==> src/rtl/smt_pkg.sv <==
package smt_pkg;
  localparam int unsigned WORD_W = 24;
  localparam logic [WORD_W-1:0] SYNC_WORD = 24'hEDC987;

  typedef enum logic [1:0] {
    ST_IDLE,
    ST_REQ,
    ST_WAIT
  } seq_state_e;

  typedef struct packed {
    logic locked;
    logic searching;
    logic lost;
  } link_status_t;
endpackage

==> src/rtl/smt_addr_gen.sv <==
// Holds the corrected frame base and the running search offset.
module smt_addr_gen #(
  parameter int unsigned DEPTH    = 1024,
  parameter int unsigned STRIDE   = 16,
  parameter int unsigned MARK_OFS = 11,
  localparam int unsigned PW      = $clog2(DEPTH)
) (
  input  logic          clk,
  input  logic          rst_n,
  input  logic          start,
  input  logic          step,
  input  logic          commit,
  output logic [PW-1:0] rd_addr,
  output logic [PW-1:0] rd_ptr
);
  localparam logic [PW-1:0] MARK_A   = PW'(MARK_OFS);
  localparam logic [PW-1:0] STRIDE_A = PW'(STRIDE);

  logic [PW-1:0] base_q;
  logic [PW-1:0] offs_q;

  always_ff @(posedge clk) begin
    if (!rst_n) begin
      base_q <= '0;
      offs_q <= '0;
    end else begin
      if (start)       offs_q <= '0;
      else if (step)   offs_q <= offs_q + STRIDE_A;
      if (commit)      base_q <= base_q + offs_q;
    end
  end

  always_comb begin
    rd_addr = base_q + MARK_A + offs_q;
    rd_ptr  = base_q;
  end
endmodule

==> src/rtl/smt_seq.sv <==
// Check-and-hunt sequencer: one read in flight, one word per response.
module smt_seq
  import smt_pkg::*;
#(
  parameter int unsigned MAX_STEPS = 512
) (
  input  logic              clk,
  input  logic              rst_n,
  input  logic              go,
  input  logic              rd_ready,
  input  logic              rsp_valid,
  input  logic [WORD_W-1:0] rsp_data,
  output logic              rd_valid,
  output logic              busy,
  output logic              step,
  output logic              commit,
  output link_status_t      status
);
  localparam int unsigned CW = $clog2(MAX_STEPS + 1);
  localparam logic [CW-1:0] LIMIT = CW'(MAX_STEPS);

  seq_state_e    state;
  logic [CW-1:0] steps;
  logic          resp, hit, at_limit;

  always_comb begin
    resp     = (state == ST_WAIT) && rsp_valid;
    hit      = (rsp_data == SYNC_WORD);
    at_limit = (steps == LIMIT);
    commit   = resp && hit;
    step     = resp && !hit && !at_limit;
    rd_valid = (state == ST_REQ);
    busy     = (state != ST_IDLE);
  end

  always_ff @(posedge clk) begin
    if (!rst_n) begin
      state  <= ST_IDLE;
      steps  <= '0;
      status <= '0;
    end else begin
      unique case (state)
        ST_IDLE: begin
          if (go) begin
            state <= ST_REQ;
            steps <= '0;
          end
        end
        ST_REQ: begin
          if (rd_ready) state <= ST_WAIT;
        end
        ST_WAIT: begin
          if (rsp_valid) begin
            if (hit) begin
              status <= '{locked: 1'b1, searching: 1'b0, lost: 1'b0};
              state  <= ST_IDLE;
            end else if (at_limit) begin
              status <= '{locked: 1'b0, searching: 1'b0, lost: 1'b1};
              state  <= ST_IDLE;
            end else begin
              status <= '{locked: 1'b0, searching: 1'b1, lost: 1'b0};
              steps  <= steps + 1'b1;
              state  <= ST_REQ;
            end
          end
        end
        default: state <= ST_IDLE;
      endcase
    end
  end
endmodule

==> src/rtl/smt_ack.sv <==
// Acknowledge writer: one held write per accepted strobe.
module smt_ack
  import smt_pkg::*;
#(
  parameter int unsigned TX_BLOCK = 36,
  parameter int unsigned ACK_OFS  = 5,
  localparam int unsigned TW      = $clog2(TX_BLOCK)
) (
  input  logic              clk,
  input  logic              rst_n,
  input  logic              fire,
  input  logic              wr_ready,
  output logic              wr_valid,
  output logic [TW-1:0]     wr_addr,
  output logic [WORD_W-1:0] wr_data
);
  logic pend_q;

  always_ff @(posedge clk) begin
    if (!rst_n)                  pend_q <= 1'b0;
    else if (fire)               pend_q <= 1'b1;
    else if (pend_q && wr_ready) pend_q <= 1'b0;
  end

  always_comb begin
    wr_valid = pend_q;
    wr_addr  = TW'(ACK_OFS);
    wr_data  = SYNC_WORD;
  end
endmodule

==> src/rtl/sync_marker_tracker.sv <==
module sync_marker_tracker
  import smt_pkg::*;
#(
  parameter int unsigned DEPTH     = 1024,
  parameter int unsigned STRIDE    = 16,
  parameter int unsigned MARK_OFS  = 11,
  parameter int unsigned ACK_OFS   = 5,
  parameter int unsigned TX_BLOCK  = 36,
  parameter int unsigned MAX_STEPS = 512,
  localparam int unsigned PW       = $clog2(DEPTH),
  localparam int unsigned TW       = $clog2(TX_BLOCK)
) (
  input  logic              clk,
  input  logic              rst_n,
  input  logic              cycle_start,
  output logic              rd_valid,
  input  logic              rd_ready,
  output logic [PW-1:0]     rd_addr,
  input  logic              rsp_valid,
  input  logic [WORD_W-1:0] rsp_data,
  output logic              wr_valid,
  input  logic              wr_ready,
  output logic [TW-1:0]     wr_addr,
  output logic [WORD_W-1:0] wr_data,
  output logic [PW-1:0]     rd_ptr,
  output logic              locked,
  output logic              searching,
  output logic              lost,
  output logic              overrun
);
  logic         seq_busy, step, commit, accept;
  link_status_t status;

  assign accept = cycle_start && !seq_busy && !wr_valid;

  smt_seq #(.MAX_STEPS(MAX_STEPS)) u_seq (
    .clk      (clk),
    .rst_n    (rst_n),
    .go       (accept),
    .rd_ready (rd_ready),
    .rsp_valid(rsp_valid),
    .rsp_data (rsp_data),
    .rd_valid (rd_valid),
    .busy     (seq_busy),
    .step     (step),
    .commit   (commit),
    .status   (status)
  );

  smt_addr_gen #(.DEPTH(DEPTH), .STRIDE(STRIDE), .MARK_OFS(MARK_OFS)) u_addr (
    .clk    (clk),
    .rst_n  (rst_n),
    .start  (accept),
    .step   (step),
    .commit (commit),
    .rd_addr(rd_addr),
    .rd_ptr (rd_ptr)
  );

  smt_ack #(.TX_BLOCK(TX_BLOCK), .ACK_OFS(ACK_OFS)) u_ack (
    .clk     (clk),
    .rst_n   (rst_n),
    .fire    (accept),
    .wr_ready(wr_ready),
    .wr_valid(wr_valid),
    .wr_addr (wr_addr),
    .wr_data (wr_data)
  );

  always_ff @(posedge clk) begin
    if (!rst_n)           overrun <= 1'b0;
    else if (accept)      overrun <= 1'b0;
    else if (cycle_start) overrun <= 1'b1;
  end

  always_comb begin
    locked    = status.locked;
    searching = status.searching;
    lost      = status.lost;
  end
endmodule

==> config.mk <==
export PLATFORM = sky130hd
export DESIGN_NAME = sync_marker_tracker
export DESIGN_NICKNAME = d
export VERILOG_FILES = /design/src/rtl/smt_pkg.sv /design/src/rtl/smt_addr_gen.sv /design/src/rtl/smt_seq.sv /design/src/rtl/smt_ack.sv /design/src/rtl/sync_marker_tracker.sv
export SDC_FILE = /design/constraint.sdc
export NUM_CORES = 1
export LEC_CHECK = 0
export BUFFER_PORTS_ARGS = -buffer_cell sky130_fd_sc_hd__buf_2
export CORE_MARGIN = 1.5
export CORE_UTILIZATION = 43
export DETAILED_ROUTE_END_ITERATION = 12
export PLACE_DENSITY_LB_ADDON = 0.1
export SYNTH_ARGS = -nofsm -noshare
export SYNTH_HDL_FRONTEND = slang
export SYNTH_SLANG_ARGS = --single-unit
==> constraint.sdc <==
create_clock -name clk -period 1.5 [get_ports clk]
set_input_delay 0.15 -clock clk [delete_from_list [all_inputs] [get_ports clk]]
set_output_delay 0.15 -clock clk [all_outputs]
set_load 0.01 [all_outputs]
; Yosys cells after proc, flatten, opt, wreduce, memory -nomap -nowiden
; Index checks and enable logic that the tools add are counted.
[word_totals]
mem_bits_ro = 0
latchBits = 0
word_cells = 58
reg_bits = 37
memories = 0
mem_bits_rw = 0
in_bits = 30
[classes]
n_lt_le_gt_ge = 0
n_reduce_logical = 19
bitwise = 1
n_eq_ne = 9
addsub = 5
n_mux = 15
div = 0
n_shift = 0
mul = 0
[ops]
columns = operator, count
row1 = two-way mux 10 bit, 4
row2 = equality test 24 bit (second input constant), 1
row3 = adder 10 bit, 2
row4 = case mux 10 bit (2 select lines), 1
row5 = adder 10 x 1 -> 10 bit (second input constant), 1
row6 = adder 10 x 4 -> 10 bit (second input constant), 1
row7 = adder 10 x 5 -> 10 bit (second input constant), 1
row8 = equality test 10 bit (second input constant), 1
row9 = two-way mux 2 bit, 5
row10 = inequality test 2 bit (second input constant), 4
row11 = logical AND 1 bit, 7
row12 = case mux 2 bit (3 select lines), 1
row13 = nonzero test 2 bit, 3
row14 = AND reduction 5 bit, 1
row15 = logical NOT 1 bit, 4
row16 = two-way mux 1 bit, 3
row17 = two-way mux 3 bit, 1
row18 = AND reduction 3 bit, 1
row19 = equality test 2 x 1 -> 1 bit (second input constant), 1
row20 = equality test 2 bit (second input constant), 1
row21 = logical NOT 2 bit, 1
row22 = inequality test 2 x 1 -> 1 bit (second input constant), 1
row23 = AND reduction 2 bit, 1
row24 = OR reduction 2 bit, 1
row25 = NOT 1 bit, 1

; Depth between registers and ports, before layout
; Gate-level depths: netlist of run 1.
[logic_depth]
word_depth = 6
mapped_depth = 8

; Modules after synthesis
; Synthesis of run 1 repeated with hierarchy kept, for this count alone.
[hier_totals]
hier_cells = 247
hier_area_um2 = 2057.0
[by_module_without_submodules]
columns = mod, area_per_inst_um2, instances, seq_area_each_um2, cells_per_inst
row1 = smt_seq, 919.6, 1, 300.3, 115
row2 = smt_addr_gen, 822.0, 1, 240.2, 93
row3 = smt_ack, 274.0, 1, 20.0, 35
row4 = sync_marker_tracker, 41.3, 1, 20.0, 4

; Worst setup path after synthesis of run 1
; OpenSTA, ideal clock, no wires.
[synth_timing]
kind = reg2out
startpoint = reg u_addr.base_q[4], in the netlist u_addr.rd_ptr[4]
endpoint = out rd_addr[8]
slack_ns = -0.161
arrival_time_ns = 1.511
path_buffers = 0
stages_incl_launch_ff = 8
required_ns = 1.350
cell_sequence = dfxtp_1 -> ha_1 -> inv_1 -> fa_1 -> nor2b_1 -> o21a_1 -> or3_1 -> and2_1
[synth_between]
elab_chain_len = 2
[synth_lines]
columns = element, line
row1 = start: declaration, smt_addr_gen.sv:19  ; logic [PW-1:0] base_q;
row2 = start signal: assignment, smt_addr_gen.sv:29  ; if (commit) base_q <= base_q + offs_q;
row3 = adder 10 x 4 -> 10 bit, smt_addr_gen.sv:34  ; rd_addr = base_q + MARK_A + offs_q;
row4 = adder 10 bit, smt_addr_gen.sv:34
row5 = end: declaration, sync_marker_tracker.sv:18  ; output logic [PW-1:0] rd_addr,
; Every way passes these cells.

; Worst setup path after layout of run 1
[layout_timing]
startpoint = reg u_addr.offs_q[4]
endpoint = out rd_addr[8]
[layout_between]
elab_chain_len = 1
[layout_lines]
columns = element, line
row1 = start: declaration, smt_addr_gen.sv:20  ; logic [PW-1:0] offs_q;
row2 = start signal: assignment, smt_addr_gen.sv:28  ; else if (step) offs_q <= offs_q + STRIDE_A;
row3 = adder 10 bit, smt_addr_gen.sv:34
; Every way passes these cells.

==> impl_metrics.toml, run 1 <==
[floorplanning]
die_h_um = 70.2
coreArea_um2 = 4350
initial_utilization_pct = 44.6
io_pins = 86
die_w_um = 70.2
die_area_um2 = 4930
num_rows = 24

[yosys]
syn_area_um2 = 1940
synth.avg_cell_area_um2 = 8.51
synth_warnings = 0
ys_types = 49
synth_edf_count = 0
synth-seq-cells = 29
async_flop_share_pct = 0
synth_top_flop_cell = "dfxtp_1"
syn_inst = 228
yosysSeqAreaShare_pct = 29.9

[clock_network]
cts_hold_buf = 0
path_clk_slew_ns = 0.06
clock_path_buffers = 2
cts_buffers = 5
clock_latency_ns = 0.28
tritoncts = "done"
cts_max_level = 2
cts_sinks = 29
root_buffer = "clkbuf_8"

[worst_hold_path]
min_from = "cycle_start"
hp-class = "in2reg"

[place]
place_inst = 357
dp_hpwl_um = 3150
dpl_cell_area_um2 = 2380
gp_congestion = 0.826
port_buffers = 47

[power_and_ir_drop]
p_leak_uw = 0.00137
powerDensity_nw_per_um2 = 600
total_power_uw = 1660
peakVddDrop_v = 0.000478

[critical_path]
r2r_start = "u_addr.offs_q[4]$_SDFFE_PP0P_"
crit_chain = "ha_4, inv_2, fa_2, nor2b_1, o21a_1, or3_1, and2_4, buf_6"
cp_data_arrival_time_ns = 1.86
critPathLaunchType = "flip-flop"
cpMaxStageDelayCell = "dfxtp_2"
worstSetupEndpointType = "primary output"
cp-startpoint = "u_addr.offs_q[4]$_SDFFE_PP0P_"
critical_path_peak_fanout = 3
path_class = "reg2out"
crit_required_ns = 1.35
critPathMaxStageDelay_ns = 0.33

[final_layout]
nets = 365
area_growth_pct = 42.5
fin_area_um2 = 2770
stdcell_count = 379
n_antenna_cell = 0
post-route-util_pct = 63.5
num-fill-cells = 380
drive_above_1_share_pct = 45.9

[detailed_routing]
drt_iter0_drc = 105
first_pass_iters = 4
vias_per_cell = 4.82
totalWireLength_um = 4530
drc = 0
vias = 1827
ant_nets = 0
routedWlPerCell_um = 12.0

[global_routing]
first_global_vias = 1562
grt_max_degree = 13
antenna_found_initial = 0
grt_pass1_wl_um = 6960
overflow = 0
grt_usage_pct = 17.8

[run_status]
violations = "setup timing"
status = "finished with violations"

[timing]
post-route-min-period_ns = 2.01
rsz0062_at_grt = "yes"
hold_viol = 0
whs_ns = 0.105
finalMaxSlewViolations = 0
worst_slack_ns = -0.513
fin_crit_sh_pct = 134
fmax_mhz = 497
setup-violations-final = 23
skew_ns = 0.00591

[run]
maxCapViolations = 0
==> worst max-delay path, delay by kind of cell (launching register included) <==
family                     cells  cell delay (ns)
AOI/OAI and AO/OA              1             0.17
and+or+nand+nor                3             0.55
buffers and inverters          2             0.16
adders and majority gates      2             0.36
DFF                            1             0.33
==> sequential cells by signal, summed over array words and instances, names as in the netlist <==
register        flops
u_seq.steps        10
u_addr.offs_q       6
u_addr.rd_ptr       6
u_seq.status        3
u_seq.state         2
overrun             1
u_ack.wr_valid      1
==> layout by cell type, fill, tap and decap left out, drive strengths merged, types with 2 or more instances in the layout <==
| cell | count |
|---|---|
| nor4 | 2 |
| o211ai | 2 |
| a21oi | 17 |
| xnor2 | 4 |
| dfxtp | 29 |
| conb | 38 |
| nor3 | 3 |
| nand3 | 7 |
| nor2b | 3 |
| nand4 | 3 |
| and4 | 2 |
| a211oi | 3 |
| a32o | 3 |
| ha | 8 |
| or2 | 2 |
| inv | 11 |
| nand3b | 2 |
| a21o | 2 |
| or3 | 6 |
| nand2 | 11 |
| a22o | 4 |
| nor2 | 19 |
| buf | 97 |
| clkbuf | 9 |
| and4bb | 2 |
| nand2b | 4 |
| mux2i | 5 |
| o21ai | 11 |
| and2 | 4 |
==> metrics by stage <==
| step | setup TNS, ns | setup WS, ns |
|---|---|---|
| after floorplan | -0.536 | -0.114 |
| after global placement | -2.55 | -0.194 |
| after detailed placement | -2.91 | -0.206 |
| after CTS | -2.93 | -0.501 |
| after global routing | -5.63 | -0.600 |
| final | -3.49 | -0.513 |
==> synth_stat cells, types with 2 or more instances <==
master / number / area (um2)
a32o_1: 3 / 30.0
buf_4: 39 / 293
dfxtp_1: 29 / 581
nand4_2: 2 / 25.0
a211oi_1: 3 / 22.5
nand2_1: 11 / 41.3
inv_1: 11 / 41.3
xnor2_1: 4 / 35.0
buf_6: 2 / 22.5
nor2b_1: 3 / 18.8
conb_1: 2 / 7.51
a21o_1: 2 / 15.0
mux2i_1: 5 / 50.1
nand3_1: 7 / 35.0
a22o_1: 4 / 35.0
and2_1: 2 / 12.5
ha_1: 8 / 100
nand2b_1: 4 / 25.0
o21ai_0: 11 / 55.1
and4bb_2: 2 / 25.0
nor2_1: 19 / 71.3
or2_2: 2 / 12.5
nand3b_1: 2 / 15.0
and4_1: 2 / 17.5
nor4_1: 2 / 12.5
or3_1: 6 / 37.5
a21oi_1: 17 / 85.1
nor3_1: 2 / 10.0
clkbuf_1: 2 / 7.51
==> routing by layer <==
metal | wire, um | global-route usage [%] | share of wire (%) | up-vias
li1 | - | - | - | 921
met1 | 2160 | 24.3 | 48 | 844
met2 | 2110 | 27.9 | 47 | 57
met3 | 214 | 3.90 | 4.7 | 5
met4 | 49 | 5.77 | 1.1 | 0
met5 | 0 | 0 | 0 | -
==> where the power goes <==
group | switching (uW) | internal [uW]
logic | 138 | 107
registers | 6.91 | 780
clock network | 299 | 329
==> final cells by class <==
type	count	area (um2)	area share (%)
flip-flops and latches	29	598	21.6
multi-input cells	181	1290	46.6
inverters	11	41.3	1.49
well taps	52	65.1	2.35
clock buffers	8	80.1	2.90
repair buffers	98	692	25.0
==> path summary, 6_finish.rpt <==
check / to / slack [ns] / depth (start not counted)
worst max-delay path: rd_addr[8] / -0.51 / 8
worst min-delay path: overrun$_SDFFE_PP0P_ / 0.10 / 3
worst max register to register: u_addr.rd_ptr[6]$_SDFFE_PN0P_ / -0.43 / 11
worst min register to register: u_seq.status[0]$_SDFFE_PN0P_ / 0.46 / 2
==> kinds of logic after synthesis <==
group | after synthesis | synth area share [%]
other | 2 | 0.387
adders and majority gates | 9 | 6.19
and+or+nand+nor | 75 | 23.0
buffers and inverters | 54 | 18.8
xor gates and xnor gates | 5 | 2.26
DFF | 29 | 29.9
AOI/OAI and AO/OA | 49 | 17.0
muxes | 5 | 2.58
==> what timing repair did <==
action / CTS / global route
endpoints found under the setup margin: 25 / 31
buffers inserted: 9 / 4
pin swaps: 26 / 14
gates resized for setup: 34 / 16
cloned: 2 / 1
No activity file was read; power rests on OpenSTA's default activity.
==> run 2, diff against run 1 <==
--- a/config.mk
+++ b/config.mk
@@ -5,6 +5,7 @@
 export SDC_FILE = /design/constraint.sdc
 export NUM_CORES = 1
 export LEC_CHECK = 0
+export ABC_AREA = 1
 export BUFFER_PORTS_ARGS = -buffer_cell sky130_fd_sc_hd__buf_2
 export CORE_MARGIN = 1.5
 export CORE_UTILIZATION = 43
==> impl_metrics.toml, run 2 <==
[clock_network]
cts_max_level = 2
cts_sinks = 29
tritoncts = "done"
cts_buffers = 5
cts_hold_buf = 0
root_buffer = "clkbuf_8"
path_clk_slew_ns = 0.06
clock_path_buffers = 2
clock_latency_ns = 0.28

[final_layout]
drive_above_1_share_pct = 39.1
post-route-util_pct = 58.7
n_antenna_cell = 0
nets = 387
regMostFlops = "u_seq.steps"
final_cell_mix = "nand2_1, buf_2, conb_1"
num-fill-cells = 421
final_common_cell = "nand2_1"
fin_area_um2 = 2610
regArea_um2 = 594
area_growth_pct = 28.6
stdcell_count = 400
largest_reg_flops = 10
multiInputGateArea_um2 = 1310

[critical_path]
reg2reg_to = "u_addr.rd_ptr[8]$_SDFFE_PN0P_"
cp_data_arrival_time_ns = 1.61
crit_required_ns = 1.35
crit_family = "adder cells"
critical_path_peak_fanout = 2
path_class = "reg2out"
reg2reg_slack_ns = 0.07
critPathMaxStageDelay_ns = 0.36
crit_chain = "ha_4, inv_2, fa_2, o21ai_2, xor2_2, buf_2"
r2r_start = "u_addr.rd_ptr[4]$_SDFFE_PN0P_"
worstSetupEndpointType = "primary output"
path_buf_inv = 2
critPathLaunchType = "flip-flop"
cpMaxStageDelayCell = "dfxtp_4"
reg2regPathDepth = 7

[yosys]
synth-seq-cells = 29
synth_largest_area_cell = "dfxtp_1"
async_flop_share_pct = 0
yosysMostFrequentCell = "nand2_1"
ys_types = 32
syn_inst = 275
synth_edf_count = 0
synthTopCellsByArea = "dfxtp_1, buf_4, nand2_1"
yosysSeqAreaShare_pct = 28.6
synthTopCellsByCount = "nand2_1, buf_4, dfxtp_1"
synth_top_flop_cell = "dfxtp_1"
synth_warnings = 0
yosys.area.top_type_share_pct = 28.6
syn_area_um2 = 2030
synth.avg_cell_area_um2 = 7.37

[floorplanning]
initial_utilization_pct = 45.6
num_rows = 24
die_w_um = 71.7
die_h_um = 71.7
die_area_um2 = 5130
coreArea_um2 = 4440
io_pins = 86

[global_routing]
first_global_vias = 1732
grt_usage_pct = 18.4
grt_pass1_wl_um = 7370
antenna_found_initial = 0
overflow = 0
grt_max_degree = 11

[timing]
worst_slack_ns = -0.258
post-route-min-period_ns = 1.76
fin_crit_sh_pct = 117
setup-violations-final = 5
skew_ns = 0.00476
rsz0062_at_grt = "yes"
hold_viol = 0
fmax_mhz = 569
finalMaxSlewViolations = 0

[detailed_routing]
totalWireLength_um = 4190
ant_nets = 0
drt_iter0_drc = 61
vias = 1791
routedWlPerCell_um = 10.5
vias_per_cell = 4.48
drc = 0
first_pass_iters = 8

[power_and_ir_drop]
peakVddDrop_v = 0.000431
powerDensity_nw_per_um2 = 635
total_power_uw = 1660
p_leak_uw = 0.00120

[run]
maxCapViolations = 0

[place]
dp_hpwl_um = 3180
dpl_cell_area_um2 = 2320
place_inst = 387
port_buffers = 47
gp_congestion = 0.837

[worst_hold_path]
min_from = "cycle_start"
hold_depth = 3
hp-class = "in2reg"
hold_path_end = "overrun$_SDFFE_PP0P_"

[run_status]
status = "finished with violations"
violations = "setup timing"
[run 2: cell count changes after synthesis, sizes merged, moves of 8 or more]
cell	previous run	this run
nand3	7	17
a21oi	17	31
o21ai	11	3
nor2	19	28
inv	11	30
nand2	11	57
xor2	1	10
[run 2: worst max path at each step]
stage	slack, ns	to	cells after the start	start
CTS	-0.30	rd_addr[8]	6	u_addr.rd_ptr[4]$_SDFFE_PN0P_
finish	-0.26	rd_addr[8]	6	u_addr.rd_ptr[4]$_SDFFE_PN0P_
global placement	-0.003	u_addr.offs_q[4]$_SDFFE_PP0P_	8	u_seq.steps[0]$_SDFFE_PN0P_
global route	-0.35	rd_addr[8]	6	u_addr.rd_ptr[4]$_SDFFE_PN0P_
detailed placement	-0.006	u_addr.offs_q[4]$_SDFFE_PP0P_	8	u_seq.steps[0]$_SDFFE_PN0P_
floorplan	0.001	u_addr.rd_ptr[8]$_SDFFE_PN0P_	7	u_addr.offs_q[4]$_SDFFE_PP0P_
[run 2: area by class of cell]
type	count	area share, %
Clock buffer	7	3.31
Inverter	31	4.56
Multi-Input combinational cell	210	50.1
Sequential cell	29	22.8
Tap cell	52	2.50
Timing Repair Buffer	71	16.7
[run 2: logic make-up after synthesis]
kind of cell	Yosys count	share of synthesized area [%]
adder cells (fa/ha/maj)	9	5.93
XOR/XNOR	14	6.05
other	2	0.371
AND/OR/NAND/NOR	115	29.1
flip-flops	29	28.6
AO/OA/AOI/OAI	34	8.95
buffers and inverters	72	20.9
[run 2: routing by layer]
layer | GRT usage [%] | vias up | share of wire, %
li1 | - | 936 | -
met1 | 21.4 | 797 | 45
met2 | 31.6 | 51 | 49
met3 | 4.92 | 7 | 4.6
met4 | 7.97 | 0 | 1.7
met5 | 0 | - | 0
[run 2: per-stage QoR]
stage | setup TNS [ns] | worst slack (ns) | hold WS, ns
2_1_floorplan | 0 | 0.00110 | 0.273
3_3_place_gp | -0.00632 | -0.00329 | 0.387
3_5_place_dp | -0.00653 | -0.00622 | 0.407
4_1_cts | -1.00 | -0.299 | 0.111
5_1_grt | -1.44 | -0.355 | 0.110
6_report | -0.902 | -0.258 | 0.112
[run 2: repair_timing]
action                     in CTS  in global routing
buffers inserted                3                  3
hold endpoints to repair        0                  0
resized for setup              16                 18
pin swaps                       7                  6
setup endpoints to repair       7                 26
[run 2: power breakdown]
part,internal (uW),switching [uW]
registers,778,6.85
logic,71.6,145
clock network,363,291
[run 2: worst register-to-register path, delay by kind of cell, from the launching register on]
family / cells / cell delay (ns)
compound gates: 2 / 0.27
xor+xnor: 1 / 0.16
fa+ha+maj: 2 / 0.47
buf+inv: 1 / 0.03
flops: 1 / 0.36
simple gates: 1 / 0.07
==> run 3, diff against run 2 <==
==> constraint.sdc (replaced) <==
create_clock -name clk -period 1.5 [get_ports clk]
set_input_delay 0.15 -clock clk [delete_from_list [all_inputs] [get_ports clk]]
set_output_delay 0.15 -clock clk [all_outputs]
set_load 0.1 [all_outputs]
==> impl_metrics.toml, run 3 (synthesized netlist as in run 2, its figures left out) <==
[clock_network]
cts_buffers = 5
cts_max_level = 2
root_buffer = "clkbuf_8"
clock_path_buffers = 2
cts_sinks = 29
tritoncts = "done"
cts_hold_buf = 0
path_clk_slew_ns = 0.06
clock_latency_ns = 0.28

[place]
dp_hpwl_um = 3340
dp_slack_ns = -0.154
port_buffers = 47
gp_congestion = 0.810

[detailed_routing]
drt_iter0_drc = 89
vias_per_cell = 4.58
drc = 10
first_pass_iters = 8
totalWireLength_um = 4560
ant_nets = 0
vias = 1888
routedWlPerCell_um = 11.1

[run_status]
status = "finished with violations"
violations = "DRC, setup timing"

[power_and_ir_drop]
clkPwrFrac_pct = 31.4
seqPwrFrac_pct = 36.8
powerDensity_nw_per_um2 = 710
p_switching_uw = 899
combPwrFrac_pct = 31.8
p_leak_uw = 0.00131
peakVddDrop_v = 0.000363
power.internal_uw = 1220
switching_share_pct = 42.4

[floorplanning]
die_w_um = 71.7
num_rows = 24
die_h_um = 71.7
die_area_um2 = 5130
coreArea_um2 = 4440
io_pins = 86
initial_utilization_pct = 45.6

[global_routing]
grt_pass1_wl_um = 7200
grt_usage_pct = 17.7
grt_max_degree = 15
overflow = 0
antenna_found_initial = 0
first_global_vias = 1688

[timing]
finalMaxSlewViolations = 0
post-route-min-period_ns = 1.89
fmax_mhz = 529
fin_crit_sh_pct = 126
hold_viol = 0
rsz0062_at_grt = "yes"
worst_slack_ns = -0.389
setup-violations-final = 6
skew_ns = 0.00516
whs_ns = 0.115
tns_ns = -1.71

[final_layout]
multiInputGateArea_um2 = 1480
regArea_um2 = 612
largest_reg_flops = 10
regMostFlops = "u_seq.steps"
n_antenna_cell = 0
nets = 398
num-fill-cells = 392
final_common_cell = "nand2_1"
drive_above_1_share_pct = 47.5
area_growth_pct = 47.2
final_cell_mix = "nand2_1, buf_2, conb_1"

[critical_path]
worstSetupEndpointType = "primary output"
critical_path_peak_fanout = 2
path_class = "reg2out"
r2r_start = "u_addr.rd_ptr[4]$_SDFFE_PN0P_"
reg2reg_slack_ns = -0.12
reg2regPathDepth = 8
cp_data_arrival_time_ns = 1.74
crit_required_ns = 1.35
critPathLaunchType = "flip-flop"
crit_end = "rd_addr[8]"
cp-startpoint = "u_addr.rd_ptr[4]$_SDFFE_PN0P_"
reg2reg_to = "u_addr.rd_ptr[8]$_SDFFE_PN0P_"

[worst_hold_path]
hp-class = "in2reg"

[run]
maxCapViolations = 0
-- run 3: layout make-up --
cell class / count / area share (%)
Multi-Input combinational cell: 210 / 49.6
Timing Repair Buffer: 82 / 20.6
Sequential cell: 29 / 20.5
Inverter: 31 / 4.11
Clock buffer: 6 / 2.77
Tap cell: 52 / 2.18
Clock inverter: 2 / 0.294
-- run 3: what timing repair did --
action,CTS,global route
endpoints found under the setup margin,8,24
gates resized for setup,5,46
pin swaps,9,20
buffers inserted,2,4
-- run 3: how the worst min path moves through the flow --
stage	slack [ns]	to	from	cells after the start
final	0.11	u_ack.wr_valid$_SDFFE_PN0P_	wr_ready	3
after global routing	0.12	u_ack.wr_valid$_SDFFE_PN0P_	wr_ready	3
after CTS	0.11	u_ack.wr_valid$_SDFFE_PN0P_	wr_ready	3
after detailed placement	0.41	overrun$_SDFFE_PP0P_	cycle_start	3
after global placement	0.39	overrun$_SDFFE_PP0P_	cycle_start	3
after floorplan	0.27	u_seq.steps[0]$_SDFFE_PN0P_	rst_n	2
-- run 3: stage by stage --
stage                     total power [uW]  instance area (um2)  utilization (%)  instances
final                                 2120                 2980             67.1        412
after global routing                  2200                 2980             67.1        412
after CTS                             2110                 2760             62.2        409
after detailed placement              1450                 2630             59.2        399
after global placement                1450                 2630             59.2        399
after floorplan                       1440                 2320                -        311
-- run 3: power groups by stage --
stage | Clock (uW) | Sequential, uW | Combinational [uW]
floorplan | 0 | 839 | 597
global placement | 0 | 796 | 649
detailed placement | 0 | 797 | 650
CTS | 677 | 780 | 651
global route | 715 | 781 | 700
finish | 665 | 780 | 675
-- run 3: worst max-delay path, cell delays in order, from the launching register on --
cell	delay, ns
dfxtp_4	0.36
ha_4	0.13
inv_2	0.03
fa_2	0.36
o21ai_4	0.18
xor2_4	0.19
buf_12	0.19
-- run 3: routing by layer --
layer	vias up	share of wire (%)	global-route usage, %
met3	4	5.7	5.06
li1	961	-	-
met2	61	51	30.7
met5	-	0	0
met1	862	43	20.8
met4	0	0.68	6.50
